[src/rtl/wt_pkg.sv]
`timescale 1ns/1ps
package wt_pkg;
  localparam int NCH = 2;

  typedef enum logic [2:0] {TOP_FULL, TOP_B8, TOP_B9, TOP_B10, TOP_CAPT, TOP_CMPA} topSelE;
  typedef enum logic [1:0] {UPD_NOW, UPD_AT_TOP, UPD_AT_BOT} updE;
  typedef enum logic [1:0] {FLG_MAX, FLG_TOP, FLG_BOT} ovfAtE;
  typedef enum logic [1:0] {CNT_HOLD, CNT_UP, CNT_DOWN, CNT_CLR} cntOpE;

  typedef struct packed {
    logic   dual;
    logic   pwm;
    logic   halt;
    topSelE topSel;
    updE    upd;
    ovfAtE  ovfAt;
  } modeCfgT;

  typedef struct packed {
    logic           atTop;
    logic           atBottom;
    logic           atMax;
    logic           down;
    logic [NCH-1:0] eq;
  } dpStatT;

  typedef struct packed {
    cntOpE          cntOp;
    logic           goDown;
    logic           goUp;
    logic           immWr;
    logic           loadAct;
    logic           ovfEv;
    logic [NCH-1:0] match;
    logic [NCH-1:0] pwmSet;
    logic [NCH-1:0] pwmClr;
    topSelE         topSel;
  } ctlStrobeT;

  function automatic modeCfgT decodeMode(input logic [3:0] m);
    modeCfgT c;
    c = '{dual: 1'b0, pwm: 1'b0, halt: 1'b0, topSel: TOP_FULL, upd: UPD_NOW, ovfAt: FLG_MAX};
    case (m)
      4'd0:  ;
      4'd1:  c = '{1'b1, 1'b1, 1'b0, TOP_B8,   UPD_AT_TOP, FLG_BOT};
      4'd2:  c = '{1'b1, 1'b1, 1'b0, TOP_B9,   UPD_AT_TOP, FLG_BOT};
      4'd3:  c = '{1'b1, 1'b1, 1'b0, TOP_B10,  UPD_AT_TOP, FLG_BOT};
      4'd4:  c.topSel = TOP_CMPA;
      4'd5:  c = '{1'b0, 1'b1, 1'b0, TOP_B8,   UPD_AT_BOT, FLG_TOP};
      4'd6:  c = '{1'b0, 1'b1, 1'b0, TOP_B9,   UPD_AT_BOT, FLG_TOP};
      4'd7:  c = '{1'b0, 1'b1, 1'b0, TOP_B10,  UPD_AT_BOT, FLG_TOP};
      4'd8:  c = '{1'b1, 1'b1, 1'b0, TOP_CAPT, UPD_AT_BOT, FLG_BOT};
      4'd9:  c = '{1'b1, 1'b1, 1'b0, TOP_CMPA, UPD_AT_BOT, FLG_BOT};
      4'd10: c = '{1'b1, 1'b1, 1'b0, TOP_CAPT, UPD_AT_TOP, FLG_BOT};
      4'd11: c = '{1'b1, 1'b1, 1'b0, TOP_CMPA, UPD_AT_TOP, FLG_BOT};
      4'd12: c.topSel = TOP_CAPT;
      4'd13: c.halt = 1'b1;
      4'd14: c = '{1'b0, 1'b1, 1'b0, TOP_CAPT, UPD_AT_BOT, FLG_TOP};
      default: c = '{1'b0, 1'b1, 1'b0, TOP_CMPA, UPD_AT_BOT, FLG_TOP};
    endcase
    return c;
  endfunction
endpackage

[src/rtl/wt_ctrl.sv]
`timescale 1ns/1ps
module wt_ctrl
  import wt_pkg::*;
(
  input  logic       tickEn,
  input  logic [3:0] modeSel,
  input  dpStatT     st,
  output ctlStrobeT  ctl,
  output logic       pwmMode
);
  modeCfgT cfg;

  always_comb begin
    cfg         = decodeMode(modeSel);
    ctl         = '0;
    ctl.cntOp   = CNT_HOLD;
    ctl.topSel  = cfg.topSel;
    ctl.immWr   = (cfg.upd == UPD_NOW);
    ctl.goUp    = !cfg.dual;
    pwmMode     = cfg.pwm & !cfg.halt;

    if (tickEn && !cfg.halt) begin
      // direction sequence
      if (cfg.dual) begin
        if (!st.down) begin
          if (st.atTop) begin
            if (!st.atBottom) begin
              ctl.cntOp  = CNT_DOWN;
              ctl.goDown = 1'b1;
            end
          end else begin
            ctl.cntOp = CNT_UP;
          end
        end else if (st.atBottom) begin
          ctl.cntOp = CNT_UP;
          ctl.goUp  = 1'b1;
        end else begin
          ctl.cntOp = CNT_DOWN;
        end
      end else begin
        ctl.cntOp = st.atTop ? CNT_CLR : CNT_UP;
      end

      // buffered compare update point
      case (cfg.upd)
        UPD_AT_TOP: ctl.loadAct = st.atTop & !st.down;
        UPD_AT_BOT: ctl.loadAct = st.atBottom;
        default:    ctl.loadAct = 1'b0;
      endcase

      // overflow event point
      case (cfg.ovfAt)
        FLG_TOP: ctl.ovfEv = st.atTop;
        FLG_BOT: ctl.ovfEv = st.atBottom & st.down;
        default: ctl.ovfEv = st.atMax;
      endcase

      // per-channel match and pin actions
      for (int ch = 0; ch < NCH; ch++) begin
        ctl.match[ch] = st.eq[ch];
        if (cfg.pwm) begin
          if (cfg.dual) begin
            ctl.pwmSet[ch] = st.eq[ch] & st.down;
            ctl.pwmClr[ch] = st.eq[ch] & !st.down;
          end else begin
            ctl.pwmSet[ch] = st.atTop;
            ctl.pwmClr[ch] = st.eq[ch] & !st.atTop;
          end
        end
      end
    end
  end
endmodule

[src/rtl/wt_datapath.sv]
`timescale 1ns/1ps
module wt_datapath
  import wt_pkg::*;
#(
  parameter int W = 16
) (
  input  logic           clk,
  input  logic           rstN,
  input  ctlStrobeT      ctl,
  input  logic [NCH-1:0] cmpWr,
  input  logic           capWr,
  input  logic [W-1:0]   wrData,
  output logic [W-1:0]   count,
  output dpStatT         st,
  output logic [NCH-1:0] pwmQ,
  output logic [NCH-1:0] hitQ,
  output logic           ovfQ
);
  localparam logic [W-1:0] TOP8  = W'((32'd1 << 8)  - 32'd1);
  localparam logic [W-1:0] TOP9  = W'((32'd1 << 9)  - 32'd1);
  localparam logic [W-1:0] TOP10 = W'((32'd1 << 10) - 32'd1);
  localparam logic [W-1:0] FULL  = '1;

  logic [W-1:0]   cnt;
  logic           downR;
  logic [W-1:0]   capR;
  logic [W-1:0]   topVal;
  logic [W-1:0]   actA;
  logic [NCH-1:0] eqV;

  // counter and direction
  always_ff @(posedge clk or negedge rstN) begin
    if (!rstN) begin
      cnt   <= '0;
      downR <= 1'b0;
    end else begin
      case (ctl.cntOp)
        CNT_UP:   cnt <= cnt + 1'b1;
        CNT_DOWN: cnt <= cnt - 1'b1;
        CNT_CLR:  cnt <= '0;
        default:  cnt <= cnt;
      endcase
      if (ctl.goDown)    downR <= 1'b1;
      else if (ctl.goUp) downR <= 1'b0;
    end
  end

  always_ff @(posedge clk or negedge rstN) begin
    if (!rstN)      capR <= '0;
    else if (capWr) capR <= wrData;
  end

  always_ff @(posedge clk or negedge rstN) begin
    if (!rstN) ovfQ <= 1'b0;
    else       ovfQ <= ctl.ovfEv;
  end

  // compare channels
  for (genvar ch = 0; ch < NCH; ch++) begin : g_chan
    logic [W-1:0] bufR;
    logic [W-1:0] actR;
    logic         pwmR;
    logic         hitR;

    always_ff @(posedge clk or negedge rstN) begin
      if (!rstN) begin
        bufR <= '0;
        actR <= '0;
        pwmR <= 1'b0;
        hitR <= 1'b0;
      end else begin
        if (cmpWr[ch]) bufR <= wrData;
        if (cmpWr[ch] && ctl.immWr) actR <= wrData;
        else if (ctl.loadAct)       actR <= bufR;
        if (ctl.pwmSet[ch])      pwmR <= 1'b1;
        else if (ctl.pwmClr[ch]) pwmR <= 1'b0;
        hitR <= ctl.match[ch];
      end
    end

    assign eqV[ch]  = (cnt == actR);
    assign pwmQ[ch] = pwmR;
    assign hitQ[ch] = hitR;
  end

  assign actA = g_chan[0].actR;

  always_comb begin
    case (ctl.topSel)
      TOP_B8:   topVal = TOP8;
      TOP_B9:   topVal = TOP9;
      TOP_B10:  topVal = TOP10;
      TOP_CAPT: topVal = capR;
      TOP_CMPA: topVal = actA;
      default:  topVal = FULL;
    endcase
  end

  always_comb begin
    st.atTop    = (cnt == topVal);
    st.atBottom = (cnt == '0);
    st.atMax    = (cnt == FULL);
    st.down     = downR;
    st.eq       = eqV;
  end

  assign count = cnt;
endmodule

[src/rtl/wave_timer16.sv]
`timescale 1ns/1ps
module wave_timer16
  import wt_pkg::*;
#(
  parameter int W = 16
) (
  input  logic         clk,
  input  logic         rstN,
  input  logic         tickEn,
  input  logic [3:0]   modeSel,
  input  logic         cmpAWr,
  input  logic         cmpBWr,
  input  logic         capWr,
  input  logic [W-1:0] wrData,
  output logic [W-1:0] count,
  output logic         pwmA,
  output logic         pwmB,
  output logic         pwmEn,
  output logic         ovfPulse,
  output logic         cmpAPulse,
  output logic         cmpBPulse
);
  ctlStrobeT      ctl;
  dpStatT         st;
  logic           pwmMode;
  logic [NCH-1:0] pwmQ;
  logic [NCH-1:0] hitQ;

  wt_ctrl ctrl_i (
    .tickEn  (tickEn),
    .modeSel (modeSel),
    .st      (st),
    .ctl     (ctl),
    .pwmMode (pwmMode)
  );

  wt_datapath #(.W(W)) dp_i (
    .clk    (clk),
    .rstN   (rstN),
    .ctl    (ctl),
    .cmpWr  ({cmpBWr, cmpAWr}),
    .capWr  (capWr),
    .wrData (wrData),
    .count  (count),
    .st     (st),
    .pwmQ   (pwmQ),
    .hitQ   (hitQ),
    .ovfQ   (ovfPulse)
  );

  assign pwmEn     = pwmMode;
  assign pwmA      = pwmQ[0] & pwmMode;
  assign pwmB      = pwmQ[1] & pwmMode;
  assign cmpAPulse = hitQ[0];
  assign cmpBPulse = hitQ[1];
endmodule

[config.mk]
export PLATFORM = sky130hd
export DESIGN_NAME = wave_timer16
export DESIGN_NICKNAME = d
export VERILOG_FILES = /design/src/rtl/wt_pkg.sv /design/src/rtl/wt_ctrl.sv /design/src/rtl/wt_datapath.sv /design/src/rtl/wave_timer16.sv
export SDC_FILE = /design/constraint.sdc
export NUM_CORES = 1
export LEC_CHECK = 0
export ABC_AREA = 0
export BUFFER_PORTS_ARGS = -buffer_cell sky130_fd_sc_hd__buf_2
export CAP_MARGIN = 30
export CELL_PAD_IN_SITES_DETAIL_PLACEMENT = 1
export CELL_PAD_IN_SITES_GLOBAL_PLACEMENT = 1
export CORE_ASPECT_RATIO = 2
export CORE_MARGIN = 3
export CORE_UTILIZATION = 49
export CTS_BUF_LIST = sky130_fd_sc_hd__clkbuf_4 sky130_fd_sc_hd__clkbuf_8
export DETAILED_ROUTE_END_ITERATION = 8
export GPL_ROUTABILITY_DRIVEN = 0
export PLACE_DENSITY_LB_ADDON = 0.1
export SYNTH_ARGS = -nofsm -noshare
export SYNTH_HDL_FRONTEND = slang
export SYNTH_SLANG_ARGS = --single-unit
[constraint.sdc]
create_clock -name clk -period 7.7 [get_ports clk]
set_clock_uncertainty 0.1 [all_clocks]
set_input_delay 1.155 -clock clk [delete_from_list [all_inputs] [get_ports clk]]
set_output_delay 1.155 -clock clk [all_outputs]
set_load 0.1 [all_outputs]
==> metrics list <==
* Levels on crit path: 19
* Cell type group with the largest total delay on the critical path: compound AO/OA/AOI/OAI gates
- Master of the slowest instance on the critical path: and2b_1
* Drt drc: 0
- Once layout is complete, the cells apart from fillers number 788.
- Clock input transition at the sequential cells of the worst setup and hold paths: 110 ps
- Share of flip-flops with an asynchronous set or reset: 100%
- From left edge to right edge, the die measures 85.6 um.
* Worst hold start: dp_i.g_chan[1].bufR[11]$_DFFE_PN0P_
* Clock insertion delay at the later pin of the skew report: 390 ps
- The Yosys step of the flow raised 0 warnings.
* Class of the tightest hold or removal check: reg2reg
* Initial standard-cell utilization of the core: 50.6%
* Gate count after technology mapping: 616
- After synthesis, the netlist uses 68 different library cells.
- Number of enable flip-flop cells after synthesis: 0
* Via count of the first global-routing pass: 5254
- Across every metal layer, demand over resource in global routing totals 25.4%.
* Half-perimeter wire length after placement: 13.2 mm
- Post-CTS setup-driven buffer insertion count: 0
- Minimum hold slack: 419 ps
- The first global-routing pass estimated 27.9 mm of wire.
- Total of buffers placed on input and output ports: 47
- The tool flagged a number of max-cap violations equal to 0.
- Counting every sink on the clock net gives 102.
- Maximum VDD drop: 244 uV
- The library cell used most frequently in the layout, excluding fill and tap cells, is dfrtp_1.
- Together, buffers and inverters on the worst path number 2.
* Cell count after placement: 773
- In this run the critical register-to-register path is launched from dp_i.actA[0]$_DFFE_PN0P_.
- Diodes inserted: 0
* Power density normalized to cell area: 257 mW/mm^2
* Chip Height: 165 um
- Number of core rows: 57
- The H-tree generated during clock tree synthesis spans 3 levels.
- Number of antenna violations at the first check in global routing: 0
- TritonCTS built the clock tree.
* Total count of max-transition violations in the final report: 0
* Peak per-stage delay on the critical path: 490 ps
- The cell area that synthesis handed to floorplanning was 0.00621 mm^2.
- After the first detailed-routing iteration, the DRC count stood at 217.
- For this run, the post-layout net count is 678.
- Post-synthesis register bit count: 102
- In the final timing run, aggregate negative setup slack is 0 ps.
* Data arrival time of the worst path: 6320 ps
* Final Hold Violating Endpoints: 0
* Biggest fanout along the worst timing path: 18
- Average size of a mapped cell: 10.1 um^2
* Leakage power of the design: 2.89 nW
* Final-report setup violation count: 0
* Launch point of the worst path: modeSel[2]
* Most used flip-flop cell after synthesis: dfrtp_1
- Total congestion overflow after global routing: 0
* Die Outline Area: 0.0141 mm^2
- STA classifies the critical path startpoint as a primary input.
- The filler cells instantiated in the layout total 1392.
- Measured slew at the worst slew-check pin: 779 ps
- For flop-to-flop paths, the worst setup slack is 2380 ps.
- Sequential area share after synthesis: 41.1%
* Ordered list of cells on the worst path: buf_2 > and2b_1 > o2bb2ai_1 > mux2i_1 > a221o_1 > nor4_4 > nand3_2 > a2111oi_2 > buf_4 > ha_1 > a21o_1 > a21o_1 > a311o_1 > a31oi_1 > o2111ai_1 > and4_1 > a32oi_1 > and4_1 > a2bb2oi_1
- For this design the top-level I/O count stands at 48.
- The cell sitting at the root of the clock tree is a clkbuf_8.
* Synthesized netlist net count: 657
- Layout overhead on the synthesized area: 7.61%
- In the final routed layout, each cell accounts on average for 21.9 um.
- Entering global routing, the biggest net connects 63 pins.
- The post-route netlist has 20.6% of its cells at a drive strength greater than 1.
* Vias after detailed routing: 4903
- STA puts the critical path data required time at 7910 ps.
- Final period util: 79.4%
* Final routed wirelength across all metal layers: 17.3 mm
* Router iterations before antenna repair: 4
* Unrepaired setup endpoints after global routing: false
* Floorplan core area: 0.0123 mm^2
- Clock Tree Buf Depth: 2
- Num CTS Buffers: 9
* Kind of end point of the critical path: flop
- In this run the remaining antenna-violating nets after routing total 0.
- Final critical path time including I/O delays and setup: 6110 ps
- Achievable frequency: 164 MHz
- In the final layout, flip-flops and latches occupy 0.00255 mm^2.
* Worst setup path category: in2reg
* Logic depth of the worst register-to-register path: 18
- In the layout the commonest cells are dfrtp_1, nor2_1, a21oi_1, mux2_2, buf_2.
- Max-slew headroom at the worst pin: 48.1%
- Via-to-Cell Ratio: 6.22
* Post-CTS resize count: 0
* Area of combinational cells with multiple inputs: 0.00336 mm^2
- Count of hold-fix buffers inserted at cts: 0
* Run status: finished, final reports clean
- Along the worst hold path, the cell count comes to 1.
## cell families (layout without fill, tap and decap cells)
group | after synthesis | after routing | synth area share [%]
buf+inv | 63 | 88 | 4.87
mux | 87 | 87 | 15.0
fa+ha+maj | 15 | 15 | 3.14
compound gates | 154 | 154 | 17.0
xor+xnor | 44 | 44 | 6.20
simple gates | 151 | 151 | 12.6
flops | 102 | 102 | 41.1
## worst paths after layout
kind,to
max in group asynchronous,dp_i.g_chan[0].bufR[12]$_DFFE_PN0P_
min in group asynchronous,dp_i.g_chan[0].hitR$_DFF_PN0_
hold / removal,dp_i.g_chan[1].bufR[11]$_DFFE_PN0P_
setup / recovery,dp_i.count[15]$_DFFE_PN0P_
hold reg to reg,dp_i.g_chan[1].bufR[11]$_DFFE_PN0P_
setup reg to reg,dp_i.count[15]$_DFFE_PN0P_
## power by group
group | switching (mW) | total [mW] | internal [mW]
clock | 0.211 | 0.333 | 0.122
sequential | 0.153 | 0.776 | 0.623
combinational | 0.395 | 0.609 | 0.215
total | 0.759 | 1.72 | 0.960
## flip-flops by register name, indices dropped and copies added, names as in the netlist
register          cells
dp_i.actA            16
dp_i.capR            16
dp_i.count           16
dp_i.downR            1
dp_i.g_chan.actR     16
dp_i.g_chan.bufR     32
dp_i.g_chan.hitR      2
dp_i.g_chan.pwmR      2
dp_i.ovfQ             1
## metal layers
layer | wire length, um | global-route usage [%]
met1 | 6650 | 28.5
met2 | 9520 | 47.0
met3 | 385 | 3.03
met4 | 719 | 11.8
met5 | 0 | 0
## worst register-to-register path: stages (launching register included)
cell       delay [ps]
dfrtp_1           440
or4b_1            500
a211o_1           290
o211ai_2          110
o211ai_4          120
nor4_4            420
nand3_2           250
a2111oi_2         410
buf_4             280
ha_1              320
a21o_1            190
a21o_1            200
a311o_1           360
a31oi_1           240
o2111ai_1         210
and4_1            250
a32oi_1           190
and4_1            220
a2bb2oi_1         150
## through the flow
stage | setup slack (ps) | util [%] | total power [mW] | area [um^2]
global placement | 1430 | 52.5 | 1.37 | 6440
finish | 1590 | 54.5 | 1.72 | 6690
global route | 1160 | 54.5 | 1.81 | 6690
floorplan | 86.3 | - | 1.22 | 6210
detailed placement | 1220 | 53.0 | 1.40 | 6500
CTS | 1600 | 54.5 | 1.73 | 6690
## cell usage after synthesis (all sizes together), types with 14 or more instances
cell	n	share of area, %
xnor2	19	2.7
xor2	25	3.5
nor4	14	1.7
a22o	16	2.3
a21oi	53	4.5
inv	18	1.1
mux2i	38	6.1
clkbuf	30	1.8
mux2	49	8.9
nor2	58	3.5
buf	15	2.0
dfrtp	102	41
ha	14	2.8
nand2	16	0.97
o21ai	28	2.3
## cell type report
class / count / share of cell area [%]
Multi-Input combinational cell: 451 / 50.3
Tap cell: 147 / 2.75
Sequential cell: 102 / 38.2
Clock inverter: 6 / 0.842
Clock buffer: 9 / 1.85
Inverter: 18 / 1.01
Timing Repair Buffer: 55 / 5.05
Power figures use the tool's default switching activity.
